===== src/rtl/wlock_pkg.sv =====
package wlock_pkg;

  localparam int DATA_W   = 32;
  localparam int NREG     = 4;
  // register indices; each also selects its enable bit (position LK_TOP - index)
  localparam int REG_LOCK = 0;
  localparam int REG_STAT = 1;
  localparam int REG_CTRL = 2;
  localparam int REG_TRIM = 3;
  localparam int LK_TOP   = 6;

  // enable bits that a software reset leaves untouched
  localparam logic [NREG-1:0] SW_KEEP = 4'b0100;
  // fixed read image of the lock word with all enable positions at 0
  localparam logic [DATA_W-1:0] LOCK_FIXED = 32'h0000_0087;

  typedef logic [NREG-1:0] lock_vec_t;

  function automatic int lk_pos(input int r);
    return LK_TOP - r;
  endfunction

  // gather the enable field out of a bus word
  function automatic lock_vec_t lock_field(input logic [DATA_W-1:0] w);
    lock_vec_t f;
    for (int r = 0; r < NREG; r++) f[r] = w[lk_pos(r)];
    return f;
  endfunction

  // sticky clear: a bit can only go from 1 to 0 by a write
  function automatic lock_vec_t lock_merge(input lock_vec_t old,
                                           input logic [DATA_W-1:0] w);
    return old & lock_field(w);
  endfunction

  // software reset: reopen all bits except the kept ones
  function automatic lock_vec_t lock_soft(input lock_vec_t q);
    return q | ~SW_KEEP;
  endfunction

  // bus read image of the lock word
  function automatic logic [DATA_W-1:0] lock_image(input lock_vec_t q);
    logic [DATA_W-1:0] img;
    img = LOCK_FIXED;
    for (int r = 0; r < NREG; r++) img[lk_pos(r)] = q[r];
    return img;
  endfunction

endpackage


===== src/rtl/wlock_decode.sv =====
module wlock_decode
  import wlock_pkg::*;
#(
  parameter int ADDR_W   = 8,
  parameter int MAP_BASE = 0,
  parameter int STRIDE   = 4
) (
  input  logic [ADDR_W-1:0] addr,
  input  logic              we,
  output logic [NREG-1:0]   sel,
  output logic [NREG-1:0]   wr_req,
  output logic              hit
);

  always_comb begin
    for (int r = 0; r < NREG; r++) begin
      sel[r] = (addr == ADDR_W'(MAP_BASE + r * STRIDE));
    end
    wr_req = sel & {NREG{we}};
    hit    = |sel;
  end

endmodule


===== src/rtl/wlock_bits.sv =====
module wlock_bits
  import wlock_pkg::*;
(
  input  logic              clk,
  input  logic              por_rst,
  input  logic              sw_rst,
  input  logic              wr_lock,
  input  logic [DATA_W-1:0] wdata,
  output lock_vec_t         lk_q
);

  logic lock_upd;
  assign lock_upd = wr_lock && lk_q[REG_LOCK];

  always_ff @(posedge clk) begin
    if (por_rst)       lk_q <= '1;
    else if (sw_rst)   lk_q <= lock_soft(lk_q);
    else if (lock_upd) lk_q <= lock_merge(lk_q, wdata);
  end

  AST_LOCK_NO_SET: assert property (@(posedge clk) disable iff (por_rst)
    !sw_rst |=> ((lk_q & ~$past(lk_q)) == '0));

  AST_SELF_FREEZE: assert property (@(posedge clk) disable iff (por_rst)
    (!sw_rst && !lk_q[REG_LOCK]) |=> $stable(lk_q));

  AST_SOFT_KEEP: assert property (@(posedge clk) disable iff (por_rst)
    sw_rst |=> (lk_q[REG_CTRL] == $past(lk_q[REG_CTRL])) && lk_q[REG_LOCK]
               && lk_q[REG_STAT] && lk_q[REG_TRIM]);

  AST_POR_OPEN: assert property (@(posedge clk)
    por_rst |=> (lk_q == '1));

endmodule


===== src/rtl/wlock_shadow.sv =====
module wlock_shadow
  import wlock_pkg::*;
(
  input  logic              clk,
  input  logic              por_rst,
  input  logic              sw_rst,
  input  logic              wr_req,
  input  logic              grant,
  input  logic [DATA_W-1:0] wdata,
  output logic [DATA_W-1:0] q
);

  logic commit;
  assign commit = wr_req && grant;

  always_ff @(posedge clk) begin
    if (por_rst || sw_rst) q <= '0;
    else if (commit)       q <= wdata;
  end

  AST_PASS_WRITE: assert property (@(posedge clk) disable iff (por_rst || sw_rst)
    (wr_req && grant) |=> (q == $past(wdata)));

  AST_BLOCK_HOLD: assert property (@(posedge clk) disable iff (por_rst || sw_rst)
    (wr_req && !grant) |=> $stable(q));

  AST_RST_CLEAR: assert property (@(posedge clk)
    (por_rst || sw_rst) |=> (q == '0));

endmodule


===== src/rtl/wlock_guard.sv =====
module wlock_guard
  import wlock_pkg::*;
#(
  parameter int ADDR_W   = 8,
  parameter int MAP_BASE = 0,
  parameter int STRIDE   = 4
) (
  input  logic              clk,
  input  logic              por_rst,
  input  logic              sw_rst,
  input  logic [ADDR_W-1:0] bus_addr,
  input  logic              bus_we,
  input  logic [DATA_W-1:0] bus_wdata,
  output logic [DATA_W-1:0] bus_rdata
);

  logic [NREG-1:0]   sel;
  logic [NREG-1:0]   wr_req;
  logic              hit;
  lock_vec_t         lk_q;
  logic [DATA_W-1:0] stand_q [1:NREG-1];

  wlock_decode #(.ADDR_W(ADDR_W), .MAP_BASE(MAP_BASE), .STRIDE(STRIDE)) u_dec (
    .addr   (bus_addr),
    .we     (bus_we),
    .sel    (sel),
    .wr_req (wr_req),
    .hit    (hit)
  );

  wlock_bits u_bits (
    .clk     (clk),
    .por_rst (por_rst),
    .sw_rst  (sw_rst),
    .wr_lock (wr_req[REG_LOCK]),
    .wdata   (bus_wdata),
    .lk_q    (lk_q)
  );

  for (genvar r = 1; r < NREG; r++) begin : g_stand
    wlock_shadow u_sh (
      .clk     (clk),
      .por_rst (por_rst),
      .sw_rst  (sw_rst),
      .wr_req  (wr_req[r]),
      .grant   (lk_q[r]),
      .wdata   (bus_wdata),
      .q       (stand_q[r])
    );
  end

  always_comb begin
    bus_rdata = '0;
    if (hit) begin
      for (int r = 1; r < NREG; r++) begin
        if (sel[r]) bus_rdata = stand_q[r];
      end
      if (sel[REG_LOCK]) bus_rdata = lock_image(lk_q);
    end
  end

  AST_RSV_READ: assert property (@(posedge clk) disable iff (por_rst)
    sel[REG_LOCK] |-> (bus_rdata[31:8] == '0) && bus_rdata[7]
                      && (bus_rdata[2:0] == 3'b111));

  AST_UNMAPPED_ZERO: assert property (@(posedge clk) disable iff (por_rst)
    !hit |-> (bus_rdata == '0));

endmodule


===== config.mk =====
export PLATFORM = sky130hd
export DESIGN_NAME = wlock_guard
export DESIGN_NICKNAME = d
export VERILOG_FILES = /design/src/rtl/wlock_pkg.sv /design/src/rtl/wlock_decode.sv /design/src/rtl/wlock_bits.sv /design/src/rtl/wlock_shadow.sv /design/src/rtl/wlock_guard.sv
export SDC_FILE = /design/constraint.sdc
export NUM_CORES = 1
export LEC_CHECK = 0
export BUFFER_PORTS_ARGS = -buffer_cell sky130_fd_sc_hd__buf_2
export CAP_MARGIN = 20
export CORE_MARGIN = 1
export CORE_UTILIZATION = 45
export CTS_CLUSTER_DIAMETER = 100
export DETAILED_ROUTE_END_ITERATION = 6
export PLACE_DENSITY = 0.63
export SYNTH_ARGS = -nofsm -noshare
export SYNTH_HDL_FRONTEND = slang
export SYNTH_SLANG_ARGS = --single-unit

===== constraint.sdc =====
create_clock -name clk -period 1.5 [get_ports clk]
set_input_delay 0.15 -clock clk [delete_from_list [all_inputs] [get_ports clk]]
set_output_delay 0.15 -clock clk [all_outputs]
set_load 0.02 [all_outputs]

==> results.py <==
metrics = {
    "sta": {
        "rsz0062_at_grt": "true",
        "fin_ws_ps": -99.1,
        "relSlewSlack": 0.721,
        "layout_min_cycle_time_ps": 1600,
        "setup_viol": 4,
        "fmax_mhz": 625,
        "min_period_over_period": 1.07,
        "slew_violations": 0,
        "skew_ps": 7.37,
        "hold_viol_final": 0,
        "worst_pin_slew_ps": 419,
    },
    "setup_path": {
        "critPathSlowestCell": "mux4_2",
        "path_class": "flop to output port",
        "worstRegToRegCells": 4,
        "timing.rr.end": "g_stand[3].u_sh.q[22]",
        "critPathMaxFanout": 2,
        "crit_chain": "mux4_2 -> and3_4 -> buf_6",
        "max_stage_delay_ps": 480,
        "r2r_setup_slack_ps": 260,
        "endpoint_kind": "output port",
        "worstPathArrival_ps": 1450,
        "crit_path_start_kind": "flop",
        "crit_required_ps": 1350,
        "r2r_start": "u_bits.lk_q[3]",
    },
    "pwr": {
        "peakVddDrop_mv": 0.389,
        "power_density_nw_per_um2": 827,
        "p_leak_nw": 2.48,
    },
    "floorplanning": {
        "num_io_pins": 76,
        "fp.dieH_um": 102,
        "dieWidth_um": 102,
        "initial_core_util": 0.462,
        "dieArea_um2": 10400,
        "core_um2": 9770,
        "fp-row-count": 36,
    },
    "run": {
        "maxCapViolCount": 0,
    },
    "yosys": {
        "ys_ff_latch": 100,
        "ys_types": 27,
        "syn-instance-count": 475,
        "synth_edf_count": 0,
        "yosys_warnings": 0,
        "syn_area_um2": 4520,
        "ys.flop_type": "dfxtp_1",
        "synth_seq_area_share": 0.443,
        "syn_area_per_cell_um2": 9.51,
        "syn-num-nets": 519,
        "async_flop_share": 0,
    },
    "cells_and_area": {
        "final_cells": 685,
        "drive_gt1_frac": 0.341,
        "nFillCells": 883,
        "areaGrowthSynthToFinish_pct": 23.5,
        "nets": 591,
        "diodes": 0,
        "final_core_util": 0.571,
    },
    "min_path": {
        "hold-path-cell-count": 2,
        "min_from": "bus_wdata[5]",
        "min_to": "u_bits.lk_q[1]",
        "hp-class": "input port to flop",
    },
    "place": {
        "dp.cells": 667,
        "port_buffers": 75,
        "gp_congestion": 0.758,
        "hpwl_mm": 6.68,
    },
    "detailed_routing": {
        "viasPerCell": 5.17,
        "routed_wirelength_mm": 10.3,
        "dr.pass1.iters": 4,
        "route.antenna.remaining_nets": 0,
        "drcViolationCount": 0,
        "vias": 3542,
        "dr.first_iter.drc_count": 121,
        "wl_per_cell_um": 15.0,
    },
    "grt": {
        "grt_pass1_wl_mm": 16.1,
        "grt_max_degree": 101,
        "grtUsageTotal": 0.200,
        "first_global_vias": 3336,
        "antenna_found_initial": 0,
        "grt_overflow": 0,
    },
    "outcome": {
        "status": "finished with violations",
        "violations": "setup timing",
    },
    "clock_tree": {
        "path_clk_slew_ps": 90,
        "cts_tree": "done",
        "root_buffer": "clkbuf_8",
        "htreeDepth": 3,
        "clk_path_buf_depth": 2,
        "insertion_delay_ps": 360,
        "cts.sinks": 100,
        "hold_buffers": 0,
        "cts_inserted_buffers": 9,
    },
}
==> timing repair <==
action | in CTS | in global routing
pin swaps | 4 | 0
setup endpoints to repair | 6 | 24
resized for setup | 18 | 39
buffers inserted | 1 | 1
==> cell type report <==
type                            instances  area, um^2  area share
Clock buffer                           13         169      0.0303
Clock inverter                          3        20.0     0.00359
Multi-Input combinational cell        338        2490       0.447
Sequential cell                       100        2020       0.362
Tap cell                              133         166      0.0298
Timing Repair Buffer                   98         709       0.127
==> cell usage in the layout (no fill, tap or decap), types with 4 or more instances in the layout <==
master	Yosys	final
a22oi_1	24	4
buf_12	0	9
mux2_2	24	24
clkbuf_8	0	12
nand2_1	129	129
mux2i_1	100	100
mux4_2	4	4
a22oi_2	0	20
nor2_1	30	28
buf_2	12	63
dfxtp_1	100	85
buf_6	0	5
dfxtp_2	0	15
buf_4	3	21
==> critical path, delay by kind of cell (launching register included) <==
| family | cells | cell delay [ps] |
|---|---|---|
| and+or+nand+nor | 1 | 170 |
| DFF | 1 | 330 |
| muxes | 1 | 480 |
| buffers and inverters | 1 | 120 |
==> worst max path at each step <==
stage | slack [ps] | endpoint | from
floorplan | -70 | bus_rdata[0] | bus_addr[1]
global placement | 10 | bus_rdata[31] | bus_addr[3]
detailed placement | -1 | g_stand[3].u_sh.q[11] | bus_addr[1]
CTS | -120 | bus_rdata[4] | g_stand[3].u_sh.q[4]
global route | -130 | bus_rdata[4] | g_stand[3].u_sh.q[4]
finish | -100 | bus_rdata[4] | g_stand[3].u_sh.q[4]
==> power breakdown <==
part	switching (mW)	internal, mW
Sequential	0.000595	2.65
Combinational	0.201	0.122
Clock	0.901	0.738
Total	1.10	3.51
==> through the flow <==
step | hold slack [ps] | instance area [um^2] | worst slack [ps] | power [mW] | setup TNS [ps]
4_1_cts | 7.47 | 5440 | -116 | 4.66 | -428
2_1_floorplan | 269 | 4520 | -66.1 | 2.88 | -1360
3_3_place_gp | 385 | 5180 | 11.5 | 3.02 | 0
5_1_grt | 11.6 | 5580 | -133 | 4.79 | -538
6_report | 20.2 | 5580 | -99.1 | 4.62 | -360
3_5_place_dp | 388 | 5180 | -1.36 | 3.03 | -1.36
==> metal layers <==
| layer | vias up | track usage | routed length (um) |
|---|---|---|---|
| li1 | 1769 | - | - |
| met1 | 1686 | 0.277 | 5160 |
| met2 | 78 | 0.315 | 4670 |
| met3 | 9 | 0.0260 | 331 |
| met4 | 0 | 0.0835 | 102 |
| met5 | - | 0 | 0 |
==> flip-flops by register name, indices dropped and copies added, names as in the netlist <==
| signal | count |
|---|---|
| g_stand.u_sh.q | 96 |
| u_bits.lk_q | 4 |
==> cell families after synthesis <==
kind of cell,count (synthesis),synth area share
AND/OR/NAND/NOR,178,0.165
AO/OA/AOI/OAI,32,0.0540
buffers and inverters,37,0.0366
flip-flops,100,0.443
multiplexers,128,0.301
==> cells in the mapped netlist, types with 2 or more instances <==
master    instances  area (um^2)
a211oi_1          4         30.0
clkbuf_1         20         75.1
nand2_1         129          484
o22a_1            3         26.3
dfxtp_1         100         2000
mux2_2           24          270
and3_1            5         31.3
nand4_1           2         12.5
buf_1             2         7.51
nor2_1           30          113
buf_4             3         22.5
and2_1            2         12.5
mux4_2            4         90.1
a22oi_1          24          180
buf_2            12         60.1
mux2i_1         100         1000
Power figures use the tool's default switching activity.
